<file path="src/rtl/batt_guard_pkg.sv">
// Shared types for the battery protection controller.
// Assumes: state codes are visible at the top-level port and must stay stable.
package batt_guard_pkg;

    typedef enum logic [2:0] {
        ST_NORMAL = 3'd0,
        ST_DSG_OC = 3'd1,
        ST_SHORT  = 3'd2,
        ST_CHG_OC = 3'd3,
        ST_OVCHG  = 3'd4
    } guard_state_t;

    // Index of each entry timer. A lower index has higher priority.
    localparam int unsigned IDX_SHORT  = 0;
    localparam int unsigned IDX_DSG_OC = 1;
    localparam int unsigned IDX_CHG_OC = 2;
    localparam int unsigned IDX_OVCHG  = 3;
    localparam int unsigned N_ENTRY    = 4;

endpackage

</file>
<file path="src/rtl/qual_timer.sv">
// Qualification timer. It counts ticks while cond holds and clears on any
// clock where cond is false. fire is asserted on the tick that completes
// `limit` consecutive qualifying ticks.
// Assumes: limit >= 1, and limit may change while counting (deep-negative switch).
module qual_timer #(
    parameter int unsigned CW = 16
) (
    input  logic          clk,
    input  logic          rst_n,
    input  logic          tick,
    input  logic          cond,
    input  logic [CW-1:0] limit,
    output logic          fire
);
    localparam logic [CW-1:0] CNT_MAX = '1;

    logic [CW-1:0] cnt_q;
    logic          reached;

    // Compare the count including the current tick against the window.
    always_comb begin
        reached = ({1'b0, cnt_q} + {{CW{1'b0}}, 1'b1}) >= {1'b0, limit};
        fire    = cond && tick && reached;
    end

    // Count qualifying ticks, restart on any break, saturate at the top.
    always_ff @(posedge clk) begin
        if (!rst_n || !cond) begin
            cnt_q <= '0;
        end else if (tick && !fire && cnt_q != CNT_MAX) begin
            cnt_q <= cnt_q + 1'b1;
        end
    end

    // a break in the condition clears the run
    a_r12_break_clears: assert property (@(posedge clk) disable iff (!rst_n)
        !cond |=> (cnt_q == '0));

    // the count moves only on a tick
    a_r12_count_on_tick: assert property (@(posedge clk) disable iff (!rst_n)
        (cond && !tick) |=> $stable(cnt_q));

endmodule

</file>
<file path="src/rtl/coc_window_sel.sv">
// Selects the charge over-current qualification window from the model code
// and the deep-negative flag.
// Assumes: model code 3 is treated the same as code 2.
module coc_window_sel #(
    parameter int unsigned CW               = 16,
    parameter int unsigned T_COC_FAST       = 8,
    parameter int unsigned T_COC_MID        = 125,
    parameter int unsigned T_COC_SLOW       = 1000,
    parameter int unsigned T_COC_MID_DEEP   = 7,
    parameter int unsigned T_COC_SLOW_DEEP  = 56
) (
    input  logic [1:0]    model_sel,
    input  logic          deep_neg,
    output logic [CW-1:0] window
);
    localparam logic [CW-1:0] W_FAST      = CW'(T_COC_FAST);
    localparam logic [CW-1:0] W_MID       = CW'(T_COC_MID);
    localparam logic [CW-1:0] W_SLOW      = CW'(T_COC_SLOW);
    localparam logic [CW-1:0] W_MID_DEEP  = CW'(T_COC_MID_DEEP);
    localparam logic [CW-1:0] W_SLOW_DEEP = CW'(T_COC_SLOW_DEEP);

    // Choose the window. The fast model keeps its window when deeply negative.
    always_comb begin
        unique case (model_sel)
            2'd0:    window = W_FAST;
            2'd1:    window = deep_neg ? W_MID_DEEP : W_MID;
            default: window = deep_neg ? W_SLOW_DEEP : W_SLOW;
        endcase
    end

endmodule

</file>
<file path="src/rtl/batt_guard_ctrl.sv">
// Battery protection state controller. It qualifies each fault over its own
// window of time-base ticks, holds one state at a time, and drives the charge
// and discharge switch enables.
// Assumes: comparator flags are already synchronized to clk, and tick is a
// single-clock pulse.
module batt_guard_ctrl
    import batt_guard_pkg::*;
#(
    parameter int unsigned CW              = 16,
    parameter int unsigned T_SHORT         = 1,
    parameter int unsigned T_DOC           = 12,
    parameter int unsigned T_COC_FAST      = 8,
    parameter int unsigned T_COC_MID       = 125,
    parameter int unsigned T_COC_SLOW      = 1000,
    parameter int unsigned T_COC_MID_DEEP  = 7,
    parameter int unsigned T_COC_SLOW_DEEP = 56,
    parameter int unsigned T_OVC           = 1000,
    parameter int unsigned T_REL1          = 2,
    parameter int unsigned T_REL2          = 30
) (
    input  logic       clk,
    input  logic       rst_n,
    input  logic       tick,
    input  logic [1:0] model_sel,
    input  logic       cell_above_uv,
    input  logic       cell_ge_ovc,
    input  logic       cell_le_hyst,
    input  logic       sense_ge_doc,
    input  logic       sense_ge_short,
    input  logic       sense_lt_coc,
    input  logic       sense_le_deep,
    output logic       chg_en,
    output logic       dsg_en,
    output logic [2:0] state_code
);
    localparam logic [CW-1:0] W_SHORT = CW'(T_SHORT);
    localparam logic [CW-1:0] W_DOC   = CW'(T_DOC);
    localparam logic [CW-1:0] W_OVC   = CW'(T_OVC);
    localparam logic [CW-1:0] W_REL1  = CW'(T_REL1);
    localparam logic [CW-1:0] W_REL2  = CW'(T_REL2);

    guard_state_t          state_q, state_d;
    logic                  entry_ok;
    logic [N_ENTRY-1:0]    entry_cond;
    logic [N_ENTRY-1:0]    entry_fire;
    logic [CW-1:0]         entry_lim [N_ENTRY];
    logic [CW-1:0]         coc_window;
    logic                  rel_cond;
    logic [CW-1:0]         rel_lim;
    logic                  rel_fire;

    coc_window_sel #(
        .CW              (CW),
        .T_COC_FAST      (T_COC_FAST),
        .T_COC_MID       (T_COC_MID),
        .T_COC_SLOW      (T_COC_SLOW),
        .T_COC_MID_DEEP  (T_COC_MID_DEEP),
        .T_COC_SLOW_DEEP (T_COC_SLOW_DEEP)
    ) coc_sel_i (
        .model_sel (model_sel),
        .deep_neg  (sense_le_deep),
        .window    (coc_window)
    );

    // Entry conditions. They count only in normal while the cell is above under-voltage.
    always_comb begin
        entry_ok = (state_q == ST_NORMAL) && cell_above_uv;
        entry_cond[IDX_SHORT]  = entry_ok && sense_ge_short;
        entry_cond[IDX_DSG_OC] = entry_ok && sense_ge_doc && !sense_ge_short;
        entry_cond[IDX_CHG_OC] = entry_ok && sense_lt_coc;
        entry_cond[IDX_OVCHG]  = entry_ok && cell_ge_ovc;
        entry_lim[IDX_SHORT]   = W_SHORT;
        entry_lim[IDX_DSG_OC]  = W_DOC;
        entry_lim[IDX_CHG_OC]  = coc_window;
        entry_lim[IDX_OVCHG]   = W_OVC;
    end

    // One qualification timer per fault.
    for (genvar g = 0; g < N_ENTRY; g++) begin : g_entry
        qual_timer #(.CW(CW)) entry_tmr_i (
            .clk   (clk),
            .rst_n (rst_n),
            .tick  (tick),
            .cond  (entry_cond[g]),
            .limit (entry_lim[g]),
            .fire  (entry_fire[g])
        );
    end

    // Release condition and window for the fault now held.
    always_comb begin
        rel_cond = 1'b0;
        rel_lim  = W_REL1;
        unique case (state_q)
            ST_DSG_OC, ST_SHORT: rel_cond = !sense_ge_doc;
            ST_CHG_OC:           rel_cond = !sense_lt_coc;
            ST_OVCHG: begin
                rel_cond = cell_le_hyst || (sense_ge_doc && !cell_ge_ovc);
                rel_lim  = W_REL2;
            end
            default:             rel_cond = 1'b0;
        endcase
    end

    // A single release timer. It is cleared in normal, so it starts fresh for each fault.
    qual_timer #(.CW(CW)) rel_tmr_i (
        .clk   (clk),
        .rst_n (rst_n),
        .tick  (tick),
        .cond  (rel_cond),
        .limit (rel_lim),
        .fire  (rel_fire)
    );

    // Next state: priority among the entry timers, release back to normal.
    always_comb begin
        state_d = state_q;
        if (state_q == ST_NORMAL) begin
            if      (entry_fire[IDX_SHORT])  state_d = ST_SHORT;
            else if (entry_fire[IDX_DSG_OC]) state_d = ST_DSG_OC;
            else if (entry_fire[IDX_CHG_OC]) state_d = ST_CHG_OC;
            else if (entry_fire[IDX_OVCHG])  state_d = ST_OVCHG;
        end else if (rel_fire) begin
            state_d = ST_NORMAL;
        end
    end

    // State register.
    always_ff @(posedge clk) begin
        if (!rst_n) state_q <= ST_NORMAL;
        else        state_q <= state_d;
    end

    // Decode the enables and the state code.
    always_comb begin
        chg_en     = !(state_q == ST_CHG_OC || state_q == ST_OVCHG);
        dsg_en     = !(state_q == ST_DSG_OC || state_q == ST_SHORT);
        state_code = state_q;
    end

    // the two enables are never both off
    a_r2_one_enable_on: assert property (@(posedge clk) disable iff (!rst_n)
        chg_en || dsg_en);

    // the state code stays within the defined codes
    a_r2_code_valid: assert property (@(posedge clk) disable iff (!rst_n)
        state_code <= 3'd4);

    // a fault state leaves only toward normal
    a_r5_exit_to_normal: assert property (@(posedge clk) disable iff (!rst_n)
        (state_q != ST_NORMAL) |=> (state_q == $past(state_q) || state_q == ST_NORMAL));

    // the state changes only on a tick
    a_r12_state_on_tick: assert property (@(posedge clk) disable iff (!rst_n)
        !tick |=> $stable(state_q));

    // no fault is entered while the cell is below the under-voltage level
    a_r14_uv_blocks: assert property (@(posedge clk) disable iff (!rst_n)
        (state_q == ST_NORMAL && !cell_above_uv) |=> state_q == ST_NORMAL);

    // the discharge path stays on in over-charge
    a_r11_ovchg_dsg_on: assert property (@(posedge clk) disable iff (!rst_n)
        (state_q == ST_OVCHG) |-> dsg_en);

endmodule

</file>
<file path="config.mk">
export PLATFORM = sky130hd
export DESIGN_NAME = batt_guard_ctrl
export DESIGN_NICKNAME = d
export VERILOG_FILES = /design/src/rtl/batt_guard_pkg.sv /design/src/rtl/qual_timer.sv /design/src/rtl/coc_window_sel.sv /design/src/rtl/batt_guard_ctrl.sv
export SDC_FILE = /design/constraint.sdc
export NUM_CORES = 1
export LEC_CHECK = 0
export BUFFER_PORTS_ARGS = -buffer_cell sky130_fd_sc_hd__buf_2
export CAP_MARGIN = 15
export CORE_ASPECT_RATIO = 1.1
export CORE_MARGIN = 4
export CORE_UTILIZATION = 43
export DETAILED_ROUTE_END_ITERATION = 8
export GPL_TIMING_DRIVEN = 0
export MAX_ROUTING_LAYER = met4
export PLACE_DENSITY = 0.7
export SETUP_SLACK_MARGIN = 0.02
export SLEW_MARGIN = 40
export SYNTH_ARGS = -nofsm -noshare
export SYNTH_HDL_FRONTEND = slang
export SYNTH_HIERARCHICAL = 1
export SYNTH_SLANG_ARGS = --single-unit
</file>
<file path="constraint.sdc">
create_clock -name clk -period 3.7 [get_ports clk]
set_clock_uncertainty 0.15 [all_clocks]
set_input_delay 0.185 -clock clk [delete_from_list [all_inputs] [get_ports clk]]
set_output_delay 0.185 -clock clk [all_outputs]
set_load 0.02 [all_outputs]
</file>
---- Yosys cells after proc, flatten, opt, wreduce, memory -nomap -nowiden ----
Cells that the tools add are included.
operators by class
  magnitude comparators ................... 5
  shift operators ......................... 0
  $add $sub $neg .......................... 10
  $mul .................................... 0
  eq/ne operators ......................... 11
  bitwise operators ....................... 0
  mux-type cells .......................... 11
  divide/modulo/power cells ............... 0
  reductions and logical operators ........ 57
operators by type and width
  kind                                                                                    number
  16-bit by 1-bit adder with 17-bit output (second input constant)                        5
  16-bit by 1-bit adder with 16-bit output (second input constant)                        5
  16-bit inequality test (second input constant)                                          5
  16-bit case mux with 2 select lines                                                     1
  1-bit logical AND                                                                       27
  3-bit two-way mux                                                                       6
  17-bit by 1-bit greater-or-equal comparator with 1-bit output (second input constant)   1
  17-bit by 10-bit greater-or-equal comparator with 1-bit output (second input constant)  1
  17-bit by 16-bit greater-or-equal comparator with 1-bit output                          1
  17-bit by 4-bit greater-or-equal comparator with 1-bit output (second input constant)   1
  17-bit by 5-bit greater-or-equal comparator with 1-bit output                           1
  1-bit zero test                                                                         17
  10-bit two-way mux                                                                      1
  1-bit logical OR                                                                        8
  7-bit two-way mux                                                                       1
  3-bit by 2-bit equality test with 1-bit output (second input constant)                  2
  5-bit two-way mux                                                                       1
  5-bit by 1-bit inequality test with 1-bit output (second input constant)                1
  3-bit by 1-bit equality test with 1-bit output (second input constant)                  1
  3-bit equality test (second input constant)                                             1
  3-bit zero test                                                                         1
  1-bit case mux with 3 select lines                                                      1
  2-bit by 1-bit equality test with 1-bit output (second input constant)                  1
  2-bit zero test                                                                         1
  other kinds (3)                                                                         3
word-level totals
  input bits .............................. 12
  latch bits .............................. 0
  memory bits (writable) .................. 0
  memories ................................ 0
  output and inout port bits .............. 5
  register bits after elaboration ......... 83
  ROM bits ................................ 0
  logic and storage cells ................. 100

---- Longest topological paths before layout ----
  depth after elaboration ................. 10
  gate-level depth with buffers ........... 17
  depth with buffers taken out ............ 15

---- Cells and area by module ----
Netlist, hierarchy kept.
modules (own cells, without submodules)
  module                                   area an instance (µm²)  sequential area each (µm²)  cells each  times used
  qual_timer (g_entry[0].entry_tmr_i ...)  1416.4                  320.3                       176         4
  qual_timer (rel_tmr_i)                   1415.1                  320.3                       180         1
  batt_guard_ctrl                          290.3                   60.1                        34          1
  coc_window_sel                           125.1                   0.0                         20          1

---- Worst setup path after synthesis ----
No wires, ideal clock.
  kind .................................... register to register
  from .................................... register rel_tmr_i.cnt_q[0]
  to ...................................... register state_q[2], in the netlist state_code[2]
  arrival ................................. 3.259 ns
  path slack .............................. 0.174 ns
  stages on the path, launching flop included .. 17
  buffers on the path ..................... 2
  data required time ...................... 3.433 ns
  library setup time ...................... 0.117 ns
  clock period less this slack ............ 3.526 ns
  path through ............................ dfxtp_1 ha_1 nand3_2 nor3_4 nand3_2 or2_4 xnor2_1 ha_1 nand3_1 or2_0 nand2b_1 nand3_1 clkbuf_1 buf_2 o211a_1 nor2b_1 a32o_1
on the way
  longest elaborated chain between the ends .. 5
RTL lines
  element                                                        RTL line                RTL
  from (decl)                                                    qual_timer.sv:17        logic [CW-1:0] cnt_q;
  from (signal assigned)                                         qual_timer.sv:31        cnt_q <= cnt_q + 1'b1;
  16-bit by 1-bit adder with 17-bit output                       qual_timer.sv:22        reached = ({1'b0, cnt_q} + {{CW{1'b0}}, 1'b1}) >= {1'b0, limit};
  17-bit by 5-bit greater-or-equal comparator with 1-bit output  qual_timer.sv:22
  1-bit logical AND                                              qual_timer.sv:23        fire = cond && tick && reached;
  via rel_fire                                                   batt_guard_ctrl.sv:50   logic rel_fire;
  2-bit nonzero test (no line)                                   -
  2-bit AND reduction (no line)                                  -
  to (signal assigned)                                           batt_guard_ctrl.sv:131  else state_q <= state_d;
  to (decl)                                                      batt_guard_ctrl.sv:42   guard_state_t state_q, state_d;
The timed path passes the listed nets, and every way through them passes these cells.
A chain may end at the register's enable or synchronous reset.

---- Final worst setup path ----
  from .................................... register rel_tmr_i.cnt_q[0]
  to ...................................... register rel_tmr_i.cnt_q[2]
on the way
  longest elaborated chain between the ends .. 6
  elaborated cells between the ends (all ways) .. 8
  those cells by class .................... add/sub (2); order compare (1); eq/ne (1); reduce/logical (4)
RTL lines
  element                                                        RTL line          RTL
  16-bit by 1-bit adder with 17-bit output                       qual_timer.sv:22
  17-bit by 5-bit greater-or-equal comparator with 1-bit output  qual_timer.sv:22
  1-bit logical AND                                              qual_timer.sv:23
  1-bit zero test                                                qual_timer.sv:30  end else if (tick && !fire && cnt_q != CNT_MAX) begin
  1-bit logical AND (2 in series)                                qual_timer.sv:30
Parallel ways exist; a longest one is shown, timed or not.

==> run_results.csv <==
group,metric,value,unit
critical_path,end_kind,"flip-flop",
run_status,status,"finished, final reports clean",
synthesis,ys_seq_area_share,22.2,%
cts,cts_tree,"yes",
sta,post-route-min-period,3.45,ns
route,postRouteAntennaNets,0,
placed_design,dp_hpwl,12.9,mm
sta,rsz0062_at_grt,"no",
cts,clk_pin_slew,0.06,ns
min_path,hold_class,"input port to flip-flop",
synthesis,synth_top_area_cell,"dfxtp_1",
critical_path,cp-start-kind,"flip-flop",
synthesis,synth_top_area_share,22.2,%
critical_path,critPathArrivalTime,3.56,ns
synthesis,synth_edf_count,0,
global_routing,grt_pass1_vias,6408,
synthesis,ys.flop_type,"dfxtp_1",
cts,cts_root_buffer,"clkbuf_16",
layout,final_util,50.5,%
layout,diodes,0,
global_routing,grt.total_usage,18.0,%
route,via_count,6864,
layout,nNetsFinal,1132,
layout,stdcell_area,0.00863,mm^2
floorplanning,die_w,134,um
critical_path,reg2regPathDepth,15,
synthesis,syn_avg_cell_area,7.99,um^2
route,drtIter0Drc,460,
synthesis,syn_inst,938,
cts,htree_levels,3,
placed_design,gp_congestion,0.845,
cts,cts_max_path_buffers,2,
sta,fin_crit_sh,93.3,%
global_routing,grt_pass1_wl,29.0,mm
critical_path,crit_type,"flip-flop to flip-flop",
global_routing,grt-busiest-layer,"met2",
floorplanning,die_y,146,um
route,drt_first_pass_iters,5,
global_routing,grt_use_met1,22.9,%
flow_run,drv_cap,0,
layout,area_growth,15.1,%
route,viasPerCell,5.39,
synthesis,async_reset_ff_share,0,%
floorplanning,dieArea,0.0196,mm^2
placed_design,portBuffers,16,
critical_path,required,3.81,ns
global_routing,use_met3,1.72,%
synthesis,ys_warn_count,6,
cts,worstSkewPairLatency,0.34,ns
cts,clock-sinks,83,
route,post_drt_wl_per_cell,13.5,um
synthesis,syn_area,0.00750,mm^2
floorplanning,placementRows,50,
floorplanning,start_util,43.9,%
global_routing,grt_max_degree,22,
floorplanning,ios,17,
global_routing,antenna_found_initial,0,
synthesis,synth_cell_types,59,
sta,worst_pin_slew,0.542,ns
min_path,hold_depth,3,
sta,hold_viol_final,0,
floorplanning,core,0.0171,mm^2
cts,cts_made_buffers,9,
sta,setup_viol,0,
power,power_density,235,mW/mm^2
sta,drv_slew,0,
sta,whs,0.126,ns
global_routing,grt_use_met2,29.8,%
min_path,hold_end,"state_code[1]",
power,cellLeakagePower,3.54,nW
sta,relSlewSlack,63.8,%
synthesis,synthTopCellsByArea,"dfxtp_1 22%, ha_1 14%, a21oi_1 6.7%, o31ai_1 5.9%, or4_1 5.9%",
placed_design,placed_area,0.00811,mm^2
route,drc,0,
synthesis,ys_ff_latch,83,
critical_path,regToRegEndpoint,"rel_tmr_i/cnt_q[2]",
global_routing,grt_overflow,0,
min_path,holdCritStartpoint,"rst_n",
critical_path,reg2reg_slack,0.25,ns
layout,drive_gt1_share,13.7,%
sta,max_freq,290,MHz
critical_path,cp_max_fo,10,
critical_path,timing.rr.start,"rel_tmr_i/cnt_q[0]",
power,max-vdd-ir-drop,0.000183,V
route,wl,17.2,mm
## state kept, by name, summed over array words and instances (netlist names)
register / flops
g_entry.entry_tmr_i/cnt_q: 64
rel_tmr_i/cnt_q: 16
state_code: 3
## per-layer routing
metal | vias to the layer above | part of all wire, %
li1 | 3561 | -
met1 | 3184 | 48
met2 | 95 | 48
met3 | 24 | 2.2
met4 | 0 | 2.0
met5 | - | 0
## cell usage in the layout, fill, tap and decap left out, types with 21 or more instances in the layout
| master | Yosys | routed |
|---|---|---|
| a21oi_1 | 100 | 100 |
| inv_1 | 95 | 95 |
| ha_1 | 85 | 81 |
| dfxtp_1 | 83 | 75 |
| nand2_1 | 70 | 70 |
| conb_1 | 3 | 67 |
| o31ai_1 | 59 | 59 |
| or4_1 | 59 | 59 |
| xnor2_1 | 50 | 47 |
| nand3_1 | 49 | 46 |
| nor2_1 | 31 | 31 |
| buf_4 | 18 | 29 |
| xor2_1 | 21 | 21 |
## cells in the mapped netlist (6+ instances only)
| library cell | n |
|---|---|
| a21oi_1 | 100 |
| a311o_1 | 6 |
| and2_1 | 8 |
| and3_1 | 12 |
| buf_4 | 18 |
| buf_6 | 9 |
| clkbuf_1 | 12 |
| dfxtp_1 | 83 |
| ha_1 | 85 |
| inv_1 | 95 |
| nand2_1 | 70 |
| nand3_1 | 49 |
| nand3_2 | 10 |
| nand4_1 | 15 |
| nor2_1 | 31 |
| nor2b_1 | 9 |
| nor3_1 | 10 |
| o21ai_0 | 11 |
| o21ai_1 | 11 |
| o21bai_1 | 10 |
| o31ai_1 | 59 |
| o41ai_1 | 6 |
| or4_1 | 59 |
| xnor2_1 | 50 |
| xor2_1 | 21 |
## final cells by class
class / instances / area, um^2
inverter: 95 / 357
timing repair buffer: 25 / 148
buffer: 39 / 310
sequential: 83 / 1670
fill: 1702 / 8450
clock buffer: 10 / 229
multi-input combinational: 782 / 5540
clock inverter: 5 / 78.8
tap: 234 / 293
## critical path, stage by stage (launching register included)
cell and delay (ns):
dfxtp_2 0.41, ha_4 0.18, nand3_4 0.12, nor3_4 0.21, nand3_4 0.13, or2_4 0.26
xnor2_1 0.13, ha_1 0.30, nand3_1 0.10, or2_0 0.25, a311o_1 0.37, nand3_2 0.12
clkbuf_8 0.18, buf_4 0.18, o31ai_1 0.10, a21oi_1 0.16
## metrics by stage
| stage | cells | total power [mW] | TNS, ns | worst slack [ns] |
|---|---|---|---|---|
| 2_1_floorplan | 1002 | 1.04 | 0 | 0.174 |
| 6_report | 1273 | 2.03 | 0 | 0.247 |
| 3_3_place_gp | 1252 | 1.08 | -4.50 | -0.551 |
| 5_1_grt | 1273 | 2.11 | 0 | 0.00379 |
| 4_1_cts | 1268 | 2.05 | 0 | 0.0281 |
| 3_5_place_dp | 1252 | 1.08 | -4.60 | -0.543 |
## power breakdown
group	internal, mW	switching [mW]	total, mW
Clock	0.587	0.374	0.961
Sequential	0.895	0.00193	0.897
Combinational	0.0632	0.105	0.168
Total	1.54	0.482	2.03
## how the worst max path moves through the flow
stage	start	endpoint	slack (ns)	cells after the start
final	rel_tmr_i/cnt_q[0]	rel_tmr_i/cnt_q[2]	0.25	15
after floorplan	rel_tmr_i/cnt_q[0]	state_code[2]	0.17	16
after CTS	g_entry[1].entry_tmr_i/cnt_q[0]	state_code[0]	0.03	14
after detailed placement	rel_tmr_i/cnt_q[0]	state_code[2]	-0.54	16
after global placement	rel_tmr_i/cnt_q[0]	state_code[2]	-0.55	16
after global routing	rel_tmr_i/cnt_q[0]	rel_tmr_i/cnt_q[8]	0.004	14
## repair_timing
item,CTS,global route
setup endpoints to repair,18,58
hold buffers,0,0
pin swaps,4,9
resized for setup,15,24
buffers inserted,4,5
## kinds of logic after synthesis
logic type	share of synthesized area, %
mux	0.134
fa+ha+maj	14.2
flops	22.2
xor+xnor	8.30
compound gates	20.2
buf+inv	8.70
simple gates	26.1
other cells	0.150
(Power assumes the default switching activity.)
